--- src/rtl/eagen_pkg.sv ---
package eagen_pkg;

  typedef enum logic [1:0] {
    EA_GBR_IDX   = 2'd0,
    EA_PC_DATA   = 2'd1,
    EA_PC_BRANCH = 2'd2,
    EA_TABLE     = 2'd3
  } ea_mode_e;

  typedef enum logic {
    ST_IDLE = 1'b0,
    ST_WAIT = 1'b1
  } ea_state_e;

endpackage

--- src/rtl/eagen_disp.sv ---
// Extends and scales the displacement field for the selected mode.
module eagen_disp
  import eagen_pkg::*;
#(
  parameter int ADDR_W = 32,
  parameter int DISP_W = 8
) (
  input  logic [1:0]        mode_i,
  input  logic              long_i,
  input  logic [DISP_W-1:0] disp_i,
  output logic [ADDR_W-1:0] offset_o
);
  localparam int EXT_W = ADDR_W - DISP_W;

  logic [ADDR_W-1:0] zext;
  logic [ADDR_W-1:0] sext;

  assign zext = {{EXT_W{1'b0}}, disp_i};
  assign sext = {{EXT_W{disp_i[DISP_W-1]}}, disp_i};

  always_comb begin
    unique case (ea_mode_e'(mode_i))
      EA_GBR_IDX:   offset_o = '0;
      EA_PC_DATA:   offset_o = long_i ? (zext << 2) : (zext << 1);
      EA_PC_BRANCH: offset_o = sext << 1;
      EA_TABLE:     offset_o = zext << 2;
      default:      offset_o = '0;
    endcase
  end
endmodule

--- src/rtl/eagen_base.sv ---
// Picks the base operand; masks the PC for longword data reads.
module eagen_base
  import eagen_pkg::*;
#(
  parameter int ADDR_W = 32
) (
  input  logic [1:0]        mode_i,
  input  logic              long_i,
  input  logic [ADDR_W-1:0] r0_i,
  input  logic [ADDR_W-1:0] gbr_i,
  input  logic [ADDR_W-1:0] tbr_i,
  input  logic [ADDR_W-1:0] pc_i,
  output logic [ADDR_W-1:0] base_o,
  output logic [ADDR_W-1:0] addend_o
);
  localparam logic [ADDR_W-1:0] LONG_MASK = ~ADDR_W'(3);

  always_comb begin
    addend_o = '0;
    unique case (ea_mode_e'(mode_i))
      EA_GBR_IDX: begin
        base_o   = gbr_i;
        addend_o = r0_i;
      end
      EA_PC_DATA:   base_o = long_i ? (pc_i & LONG_MASK) : pc_i;
      EA_PC_BRANCH: base_o = pc_i;
      EA_TABLE:     base_o = tbr_i;
      default:      base_o = '0;
    endcase
  end
endmodule

--- src/rtl/eagen_ctrl.sv ---
// Sequencer: direct results in one cycle, table reads in two steps.
module eagen_ctrl
  import eagen_pkg::*;
#(
  parameter int ADDR_W = 32
) (
  input  logic              clk,
  input  logic              rst_n,
  input  logic              start_i,
  input  logic              is_table_i,
  input  logic [ADDR_W-1:0] ea_i,
  input  logic              mem_rvalid_i,
  input  logic [ADDR_W-1:0] mem_rdata_i,
  output logic              busy_o,
  output logic              res_valid_o,
  output logic [ADDR_W-1:0] res_addr_o,
  output logic              mem_req_o,
  output logic [ADDR_W-1:0] mem_addr_o
);
  ea_state_e         state_q, state_d;
  logic              valid_q, valid_d;
  logic [ADDR_W-1:0] res_q, res_d;
  logic              res_en;
  logic [ADDR_W-1:0] ptr_q;
  logic              ptr_en;

  always_comb begin
    state_d = state_q;
    valid_d = 1'b0;
    res_d   = res_q;
    res_en  = 1'b0;
    ptr_en  = 1'b0;
    unique case (state_q)
      ST_IDLE: begin
        if (start_i) begin
          if (is_table_i) begin
            state_d = ST_WAIT;
            ptr_en  = 1'b1;
          end else begin
            valid_d = 1'b1;
            res_d   = ea_i;
            res_en  = 1'b1;
          end
        end
      end
      ST_WAIT: begin
        if (mem_rvalid_i) begin
          state_d = ST_IDLE;
          valid_d = 1'b1;
          res_d   = mem_rdata_i;
          res_en  = 1'b1;
        end
      end
      default: state_d = ST_IDLE;
    endcase
  end

  always_ff @(posedge clk or negedge rst_n) begin
    if (!rst_n) begin
      state_q <= ST_IDLE;
      valid_q <= 1'b0;
      res_q   <= '0;
      ptr_q   <= '0;
    end else begin
      state_q <= state_d;
      valid_q <= valid_d;
      if (res_en) res_q <= res_d;
      if (ptr_en) ptr_q <= ea_i;
    end
  end

  assign busy_o      = (state_q == ST_WAIT);
  assign mem_req_o   = (state_q == ST_WAIT);
  assign mem_addr_o  = ptr_q;
  assign res_valid_o = valid_q;
  assign res_addr_o  = res_q;
endmodule

--- src/rtl/eagen_unit.sv ---
module eagen_unit
  import eagen_pkg::*;
#(
  parameter int ADDR_W = 32,
  parameter int DISP_W = 8
) (
  input  logic              clk,
  input  logic              rst_n,
  input  logic              start_i,
  input  logic [1:0]        mode_i,
  input  logic              long_i,
  input  logic [DISP_W-1:0] disp_i,
  input  logic [ADDR_W-1:0] r0_i,
  input  logic [ADDR_W-1:0] gbr_i,
  input  logic [ADDR_W-1:0] tbr_i,
  input  logic [ADDR_W-1:0] pc_i,
  output logic              busy_o,
  output logic              res_valid_o,
  output logic [ADDR_W-1:0] res_addr_o,
  output logic              mem_req_o,
  output logic [ADDR_W-1:0] mem_addr_o,
  input  logic              mem_rvalid_i,
  input  logic [ADDR_W-1:0] mem_rdata_i
);
  logic [ADDR_W-1:0] offset;
  logic [ADDR_W-1:0] base;
  logic [ADDR_W-1:0] addend;
  logic [ADDR_W-1:0] ea;

  eagen_disp #(.ADDR_W(ADDR_W), .DISP_W(DISP_W)) u_disp (
    .mode_i   (mode_i),
    .long_i   (long_i),
    .disp_i   (disp_i),
    .offset_o (offset)
  );

  eagen_base #(.ADDR_W(ADDR_W)) u_base (
    .mode_i   (mode_i),
    .long_i   (long_i),
    .r0_i     (r0_i),
    .gbr_i    (gbr_i),
    .tbr_i    (tbr_i),
    .pc_i     (pc_i),
    .base_o   (base),
    .addend_o (addend)
  );

  // Single shared adder; the sum wraps modulo 2^ADDR_W.
  assign ea = base + offset + addend;

  eagen_ctrl #(.ADDR_W(ADDR_W)) u_ctrl (
    .clk          (clk),
    .rst_n        (rst_n),
    .start_i      (start_i),
    .is_table_i   (mode_i == EA_TABLE),
    .ea_i         (ea),
    .mem_rvalid_i (mem_rvalid_i),
    .mem_rdata_i  (mem_rdata_i),
    .busy_o       (busy_o),
    .res_valid_o  (res_valid_o),
    .res_addr_o   (res_addr_o),
    .mem_req_o    (mem_req_o),
    .mem_addr_o   (mem_addr_o)
  );
endmodule

--- config.mk ---
export PLATFORM = sky130hd
export DESIGN_NAME = eagen_unit
export DESIGN_NICKNAME = d
export VERILOG_FILES = /design/src/rtl/eagen_pkg.sv /design/src/rtl/eagen_disp.sv /design/src/rtl/eagen_base.sv /design/src/rtl/eagen_ctrl.sv /design/src/rtl/eagen_unit.sv
export SDC_FILE = /design/constraint.sdc
export NUM_CORES = 1
export LEC_CHECK = 0
export ABC_AREA = 0
export BUFFER_PORTS_ARGS = -buffer_cell sky130_fd_sc_hd__buf_2
export CORE_MARGIN = 4
export CORE_UTILIZATION = 50
export DETAILED_ROUTE_END_ITERATION = 7
export PLACE_DENSITY = 0.79
export SYNTH_ARGS = -nofsm -noshare
export SYNTH_HDL_FRONTEND = slang
export SYNTH_HIERARCHICAL = 1
export SYNTH_SLANG_ARGS = --single-unit
--- constraint.sdc ---
create_clock -name clk -period 3.71 [get_ports clk]
set_input_delay 0.742 -clock clk [delete_from_list [all_inputs] [get_ports clk]]
set_output_delay 0.742 -clock clk [all_outputs]
set_load 0.05 [all_outputs]
# == Yosys cells after proc, flatten, opt, wreduce, memory -nomap -nowiden ==
# Cells that the tools add are included.
# word_totals
reg_bits,66
in_bits,175
# classes
n_addsub,2
n_eq_ne,6
mux,18
bitwise_logic,1
reduce_logical,2
# ops
cell,n
32-bit case mux with 4 select lines,2
32-bit 2-to-1 mux,4
32-bit adder,2
32-bit case mux with 2 select lines,1
10-bit 2-to-1 mux,1
1-bit 2-to-1 mux,7
"2-bit != test, second input constant",3
"2-bit == test, second input constant",2
1-bit case mux with 2 select lines,2
4-bit AND reduction,1
"2-bit by 1-bit == test with 1-bit output, second input constant",1
2-bit logical NOT,1
2-bit 2-to-1 mux,1
1-bit inverter,1

# == Depth between registers and ports, before layout ==
# Gate-level depths: netlist of run 1.
# logic_depth
depth_word,7
mapped_depth,17

# == Modules after synthesis ==
# The synthesis of run 1 kept the hierarchy.
# modules_own_cells
mod,instances,cells_each,area_per_inst_um2
eagen_ctrl,1,215,3273.1
eagen_unit,1,265,2272.2
eagen_base,1,141,1302.5
eagen_disp,1,58,484.2

# == Worst setup path before layout of run 1 ==
# No wires, ideal clock.
# synth_path
kind,in2reg
startpoint,input mode_i[0]
endpoint,"register u_ctrl.ptr_q[29], in the netlist u_ctrl/mem_addr_o[29]"
setup_time_ns,0.125
t_arrival_ns,4.256
required_time_ns,3.585
slack_ns,-0.671
path_stages,13
path_cell_list,buf_6 mux4_2 fa_1 ha_1 fa_1 a21o_1 a221oi_2 nand2_2 a41oi_2 a31oi_2 a221oi_2 xnor2_1 mux2_4
# synth_between
elab_chain_len,4
elab_cells_between_ends,12
classes_between,2 x add/sub; 3 x eq/ne; 6 x mux; 1 x reduce/logical
# synth_rtl
element,line,source
start: declaration,eagen_unit.sv:10,"input logic [1:0] mode_i,"
2-bit == test (tied with other cells),eagen_base.sv:20,unique case (ea_mode_e'(mode_i))
32-bit case mux with 4 select lines (*),eagen_base.sv:20,
via base[1],eagen_unit.sv:26,logic [ADDR_W-1:0] base;
32-bit adder (*) (2 in a row),eagen_unit.sv:49,assign ea = base + offset + addend;
via ea[29],eagen_unit.sv:28,logic [ADDR_W-1:0] ea;
end signal: assignment,eagen_ctrl.sv:68,if (ptr_en) ptr_q <= ea_i;
end: declaration,eagen_ctrl.sv:24,logic [ADDR_W-1:0] ptr_q;
# Mark *: on every way through the listed nets, which the timed path passes. The rest lies on a longest branch.
# A chain may end at the register's enable or synchronous reset.

# == Final worst setup path of run 1 ==
# layout_path
startpoint,input pc_i[1]
endpoint,"register u_ctrl.ptr_q[31], in the netlist u_ctrl/mem_addr_o[31]"
# layout_between
elab_chain_len,4
# layout_rtl
element,line,source
start: declaration,eagen_unit.sv:16,"input logic [ADDR_W-1:0] pc_i,"
2-bit 2-to-1 mux,eagen_base.sv:25,EA_PC_DATA: base_o = long_i ? (pc_i & LONG_MASK) : pc_i;
32-bit case mux with 4 select lines (*),eagen_base.sv:20,
via base[1],eagen_unit.sv:26,
32-bit adder (*) (2 in a row),eagen_unit.sv:49,
via ea[31],eagen_unit.sv:28,
# Marked as above.

==> run metrics, run 1 <==
Final Util=73.58%; Slew HR=31.11%; setup violators final=33; setup ws final=-197.1 ps; Post-DP HPWL=16,460 um; vias per cell=5.433; Iteration-0 DRC Markers=280; CP arrival=4110 ps; crit path cell chain=buf_6 > nor2b_1 > mux4_2 > fa_1 > ha_2 > fa_2 > a21o_1 > a221oi_4 > o211a_1 > nor3_2 > a311oi_1 > o21bai_1 > xnor2_2 > mux2_4; worst slack, placed=-649.7 ps; Fmax=255.9 MHz; clk_skew=4.145 ps; post-DR wirelength/cell=17.40 um; largest net degree at the start of global routing=48; Initial Util=52.01%; H-tree depth=3; IO Port Bufs=241; Cell Area, Synth=7332 um^2; Max clock buf depth=2; failing checks=negative setup slack; root buffer cell=clkbuf_16; Setup crit start kind=primary input; total power=5.945 mW; number of global-route vias before repair=6,505; clock sinks=66; setup tns final=-2631 ps; diodes inserted=0; status=finished, violations left; syn_area_per_cell=10.80 um^2; DR pass1 iterations=4; Core Region=14,100 um^2; critical path class=primary input to register; Die Y=129.1 um; die width=129.1 um; RSZ-0062 raised after global routing=true; critical path fanouts, max=3; slowest CP cell=mux4_2; vias=6,509; Max-cap violations=0; latest clock arrival within the worst-skew pair=320 ps; total global routing overflow=0; fin. max-slew vios=0; Worst EP required=3910 ps; area grow syn2layout=41.47%; Max VDD drop=0.0004503 V; PwrDens=573.2 nW/um^2; DRC violations left=0; hold crit path type=register to register; Final Hold Violating Endpoints=0; CTS clk-pin slew, worst paths=50 ps; Seq cells post-synth=66; placed inst area=9382 um^2; Total Die Area=16,670 um^2; fin area=10,370 um^2; initial antenna violation count=0; commonest non-fill, non-tap cell in the layout=buf_2; I/O Pins=242; number of flops mapped to enable cells by yosys=0; FF-to-FF Start=u_ctrl/busy_o; nets=1,250; Final Non-Filler Cells=1,198; main flop type after synthesis=dfrtp_1; Site Rows=43; Hold Slack=500.8 ps; number of distinct library cells after synthesis=61; CP peak stage delay=480 ps; CTS tree=done; period utilisation layout=105.3%; Post-DRT Antenna Nets=0; Seq/Total Area, Yosys=22.53%; Yosys Warn Count=6; Post-Route WL=20,840 um; Leakage=5.604 nW; Post-synth ARST share=100.0%; Slew @ Worst Pin=1033 ps; Final min period=3907 ps; Net Count, Synth=916; first-pass GRT wire length=31,810 um; hold wc startpoint=u_ctrl/mem_addr_o[0]; Syn Inst Count=679; GRT Overall Usage=23.57%; layout cells sized above 1=49.61%; RePlAce Congestion=0.9019; Worst Setup SP=pc_i[1]; most frequent cells in the layout=buf_2 (238), mux2i_1 (185), buf_4 (122); Cells after DPL=1,155; CTS Buf Count=9; Worst setup EP type=register
metal layers:
metal | GRT usage, % | share of wire (%)
met1 | 32.84 | 44
met4 | 5.559 | 1.1
met5 | 0 | 0
met2 | 39.63 | 50
met3 | 2.597 | 5.0
layout make-up:
cell class / instances / area (um^2)
multi-input cells: 538 / 5638
repair buffers: 385 / 2540
flip-flops and latches: 66 / 1652
clock inverters: 3 / 15.01
well taps: 180 / 225.2
clock buffers: 13 / 250.2
fillers: 1046 / 3724
inverters: 13 / 52.55
Yosys cell counts (4+ instances only):
cell | n | area [um^2]
ha_1 | 30 | 375.4
mux2i_1 | 186 | 1862
a211o_1 | 5 | 43.79
inv_1 | 12 | 45.04
o21ai_0 | 16 | 80.08
nand2_1 | 18 | 67.56
buf_8 | 6 | 90.09
buf_6 | 6 | 67.56
a221o_1 | 4 | 40.04
a21o_1 | 14 | 105.1
buf_4 | 24 | 180.2
a211oi_1 | 6 | 45.04
dfrtp_1 | 66 | 1652
nand3_1 | 8 | 40.04
nor4bb_1 | 6 | 60.06
o21bai_1 | 4 | 30.03
xor2_1 | 7 | 61.31
fa_1 | 32 | 640.6
nand2b_1 | 4 | 25.02
o21a_1 | 7 | 52.55
nor2b_1 | 5 | 31.28
nand4_1 | 8 | 50.05
buf_2 | 12 | 60.06
nor3_1 | 6 | 30.03
mux2_4 | 34 | 510.5
a21oi_1 | 25 | 125.1
clkbuf_1 | 11 | 41.29
nor2_1 | 16 | 60.06
xnor2_1 | 23 | 201.4
and3_1 | 4 | 25.02
and2_1 | 36 | 225.2
path summary, 6_finish.rpt:
path                            slack, ps                    end  depth (start not counted)
worst min register to register        500   u_ctrl/mem_addr_o[0]                          1
worst max register to register       2020   u_ctrl/mem_addr_o[1]                          3
worst min-delay path                  500   u_ctrl/mem_addr_o[0]                          1
min in group asynchronous             600   u_ctrl/res_addr_o[4]                          1
max in group asynchronous            2250  u_ctrl/mem_addr_o[31]                          2
worst max-delay path                 -200  u_ctrl/mem_addr_o[31]                         14
sequential cells by signal, summed over array words and instances (netlist names):
register            flops
u_ctrl/mem_addr_o      32
u_ctrl/res_valid_o      1
u_ctrl/res_addr_o      32
u_ctrl/busy_o           1
worst max-delay path, delay by kind of cell:
kind | cells | cell delay (ps)
buffers and inverters | 1 | 90
multiplexers | 2 | 760
AND/OR/NAND/NOR | 2 | 190
adder cells (fa/ha/maj) | 3 | 1010
AO/OA/AOI/OAI | 5 | 1130
XOR/XNOR | 1 | 180
report_power, final:
part | switching (mW) | internal (mW)
clock network | 0.278 | 0.466
logic | 2.40 | 1.48
registers | 0.258 | 1.07
total | 2.94 | 3.01
timing repair:
action / in CTS / in global routing
cloned: 1 / 4
setup endpoints to repair: 32 / 37
pin swaps: 12 / 29
hold buffers: 0 / 0
resized for setup: 26 / 49
setup buffers: 8 / 15
cell families (layout without fill, tap and decap cells):
family	count (synthesis)	after routing	synth area share, %
other cells	1	1	0.05115
buf+inv	75	414	7.474
fa+ha+maj	62	62	13.86
compound gates	100	100	9.505
mux	226	226	33.58
flops	66	66	22.53
simple gates	119	119	9.420
xor+xnor	30	30	3.584
(Power assumes the default switching activity.)
==> run 2: changes to the inputs <==
--- a/config.mk
+++ b/config.mk
@@ -7,6 +7,7 @@
 export LEC_CHECK = 0
 export ABC_AREA = 0
 export BUFFER_PORTS_ARGS = -buffer_cell sky130_fd_sc_hd__buf_2
+export CORE_ASPECT_RATIO = 1.75
 export CORE_MARGIN = 4
 export CORE_UTILIZATION = 50
 export DETAILED_ROUTE_END_ITERATION = 7
==> run 2 against run 1 <==
The flow still finishes with violations (negative setup slack). Sequential power hardly changed. Non-clock buffer count is 20 higher. Clock skew is 6.4 ps higher. Critical path type unchanged. Largest cell class unchanged.
==> run metrics, run 2 (synthesis gave the netlist of run 1 again) <==
Die Y=168.2 um; fin area=10,690 um^2; area grow syn2layout=45.75%; post-DR wirelength/cell=19.59 um; hold crit path type=primary input to asynchronous set/reset pin; Iteration-0 DRC Markers=252; Final Hold Violating Endpoints=0; root buffer cell=clkbuf_16; placed inst area=9524 um^2; IO Port Bufs=241; first-pass GRT wire length=36,400 um; largest net degree at the start of global routing=39; clk_skew=10.51 ps; crit path cell chain=buf_6 > nor2b_1 > mux4_2 > fa_1 > ha_2 > fa_2 > a21o_1 > a221oi_4 > o211a_1 > nor3_4 > a311oi_2 > o21bai_1 > xnor2_2 > mux2i_1 > mux2i_1; vias=6,843; critical path class=primary input to register; most frequent cells in the layout=buf_2 (237), mux2i_1 (181), buf_4 (140); Worst setup EP type=register; Post-DRT Antenna Nets=0; Sw Share=49.60%; CTS clk-pin slew, worst paths=60 ps; critical path fanouts, max=3; Site Rows=58; Post-DP HPWL=18,560 um; Comb power frac=65.6%; vias per cell=5.614; fillers=1,000; Pint=3.114 mW; failing checks=negative setup slack; Post-Route WL=23,890 um; fin. max-slew vios=0; CTS tree=done; GRT Overall Usage=27.20%; Hold Slack=506.7 ps; period utilisation layout=109.2%; Top cell by count, worst path=mux2i_1; Leakage=5.727 nW; Worst EP required=3960 ps; setup violators final=35; Multi-input gate area=5794 um^2; Final Non-Filler Cells=1,219; CP arrival=4300 ps; die width=99.54 um; commonest non-fill, non-tap cell in the layout=buf_2; initial antenna violation count=1; RePlAce Congestion=0.9336; Slew HR=32.17%; slowest CP cell=mux4_2; status=finished, violations left; DRC violations left=0; Slew @ Worst Pin=1017 ps; CTS Buf Count=9; Setup crit start kind=primary input; number of global-route vias before repair=7,227; CP peak stage delay=500 ps; DR pass1 iterations=4; nets=1,270; I/O Pins=242; register-to-register setup slack=2000 ps; Core Region=14,370 um^2; H-tree depth=3; Final min period=4051 ps; Seq pwr share=21.4%; Max clock buf depth=2; PwrDens=578.3 nW/um^2; Buf/Inv on CP=1; Max VDD drop=0.0005383 V; hold_buf cts=0; Max-cap violations=0; switching power=3.065 mW; Initial Util=51.03%; RSZ-0062 raised after global routing=true; Crit path max-delay family=compound AO/OA/AOI/OAI gates; worst slack, placed=-745.5 ps; layout cells sized above 1=52.60%; latest clock arrival within the worst-skew pair=330 ps; Cells after DPL=1,174; Total Die Area=16,740 um^2; Fmax=246.8 MHz; total global routing overflow=0; Clk pwr share=13.0%; setup ws final=-341.3 ps; clock sinks=66; Register Area=1652 um^2
-- run 2: changes by cell type in the layout (fill, tap and decap cells not counted), moves of 3 or more --
| cell | change |
|---|---|
| a21oi_1 | -4 |
| buf_12 | +3 |
| buf_4 | +18 |
| buf_8 | +3 |
| clkbuf_1 | -3 |
| clkbuf_16 | -4 |
| clkinvlp_4 | +3 |
| ha_1 | -3 |
| ha_4 | +3 |
| mux2i_1 | -4 |
| mux2i_2 | +3 |
-- run 2: final timing paths --
path | start | depth (start not counted) | endpoint
max | pc_i[1] | 15 | u_ctrl/res_addr_o[31]
min | rst_n | 1 | u_ctrl/res_addr_o[6]
max reg2reg | u_ctrl/busy_o | 3 | u_ctrl/mem_addr_o[1]
min reg2reg | u_ctrl/mem_addr_o[6] | 1 | u_ctrl/mem_addr_o[6]
max in group asynchronous | rst_n | 2 | u_ctrl/mem_addr_o[24]
min in group clk | u_ctrl/mem_addr_o[6] | 1 | u_ctrl/mem_addr_o[6]
-- run 2: what timing repair did --
item,CTS,global route
buffers inserted,21,12
cloned,3,0
gates resized for setup,55,55
pin swaps,23,19
setup endpoints to repair,37,43
-- run 2: cell type report --
type	count	share of cell area, %
diodes	1	0.02342
clock buffers	11	2.365
clock inverters	5	0.3395
inverters	13	0.4917
multi-input cells	538	54.22
flip-flops and latches	66	15.45
well taps	180	2.107
repair buffers	405	25.00
-- run 2: routing by layer --
layer / GRT usage, % / up-vias / share of wire [%] / routed length (um)
met3: 3.275 / 93 / 4.3 / 1021
met2: 52.05 / 268 / 56 / 13300
met4: 13.67 / 0 / 5.5 / 1324
met5: 0 / - / 0 / 0
li1: - / 3167 / - / -
met1: 28.38 / 3315 / 34 / 8237
-- run 2: through the flow --
stage,TNS (ps),power (mW),util (%)
2_1_floorplan,-4054,3.889,-
3_3_place_gp,-19570,4.944,66.28
3_5_place_dp,-22090,5.027,66.28
4_1_cts,-2861,6.002,71.97
5_1_grt,-9219,6.486,74.37
6_report,-5404,6.180,74.37
-- run 2: power groups by stage --
stage | Clock, mW | Combinational, mW | Sequential, mW
6_report | 0.803 | 4.05 | 1.32
4_1_cts | 0.820 | 3.86 | 1.32
3_3_place_gp | 0 | 3.63 | 1.32
2_1_floorplan | 0 | 1.40 | 2.49
3_5_place_dp | 0 | 3.70 | 1.33
5_1_grt | 0.862 | 4.26 | 1.37
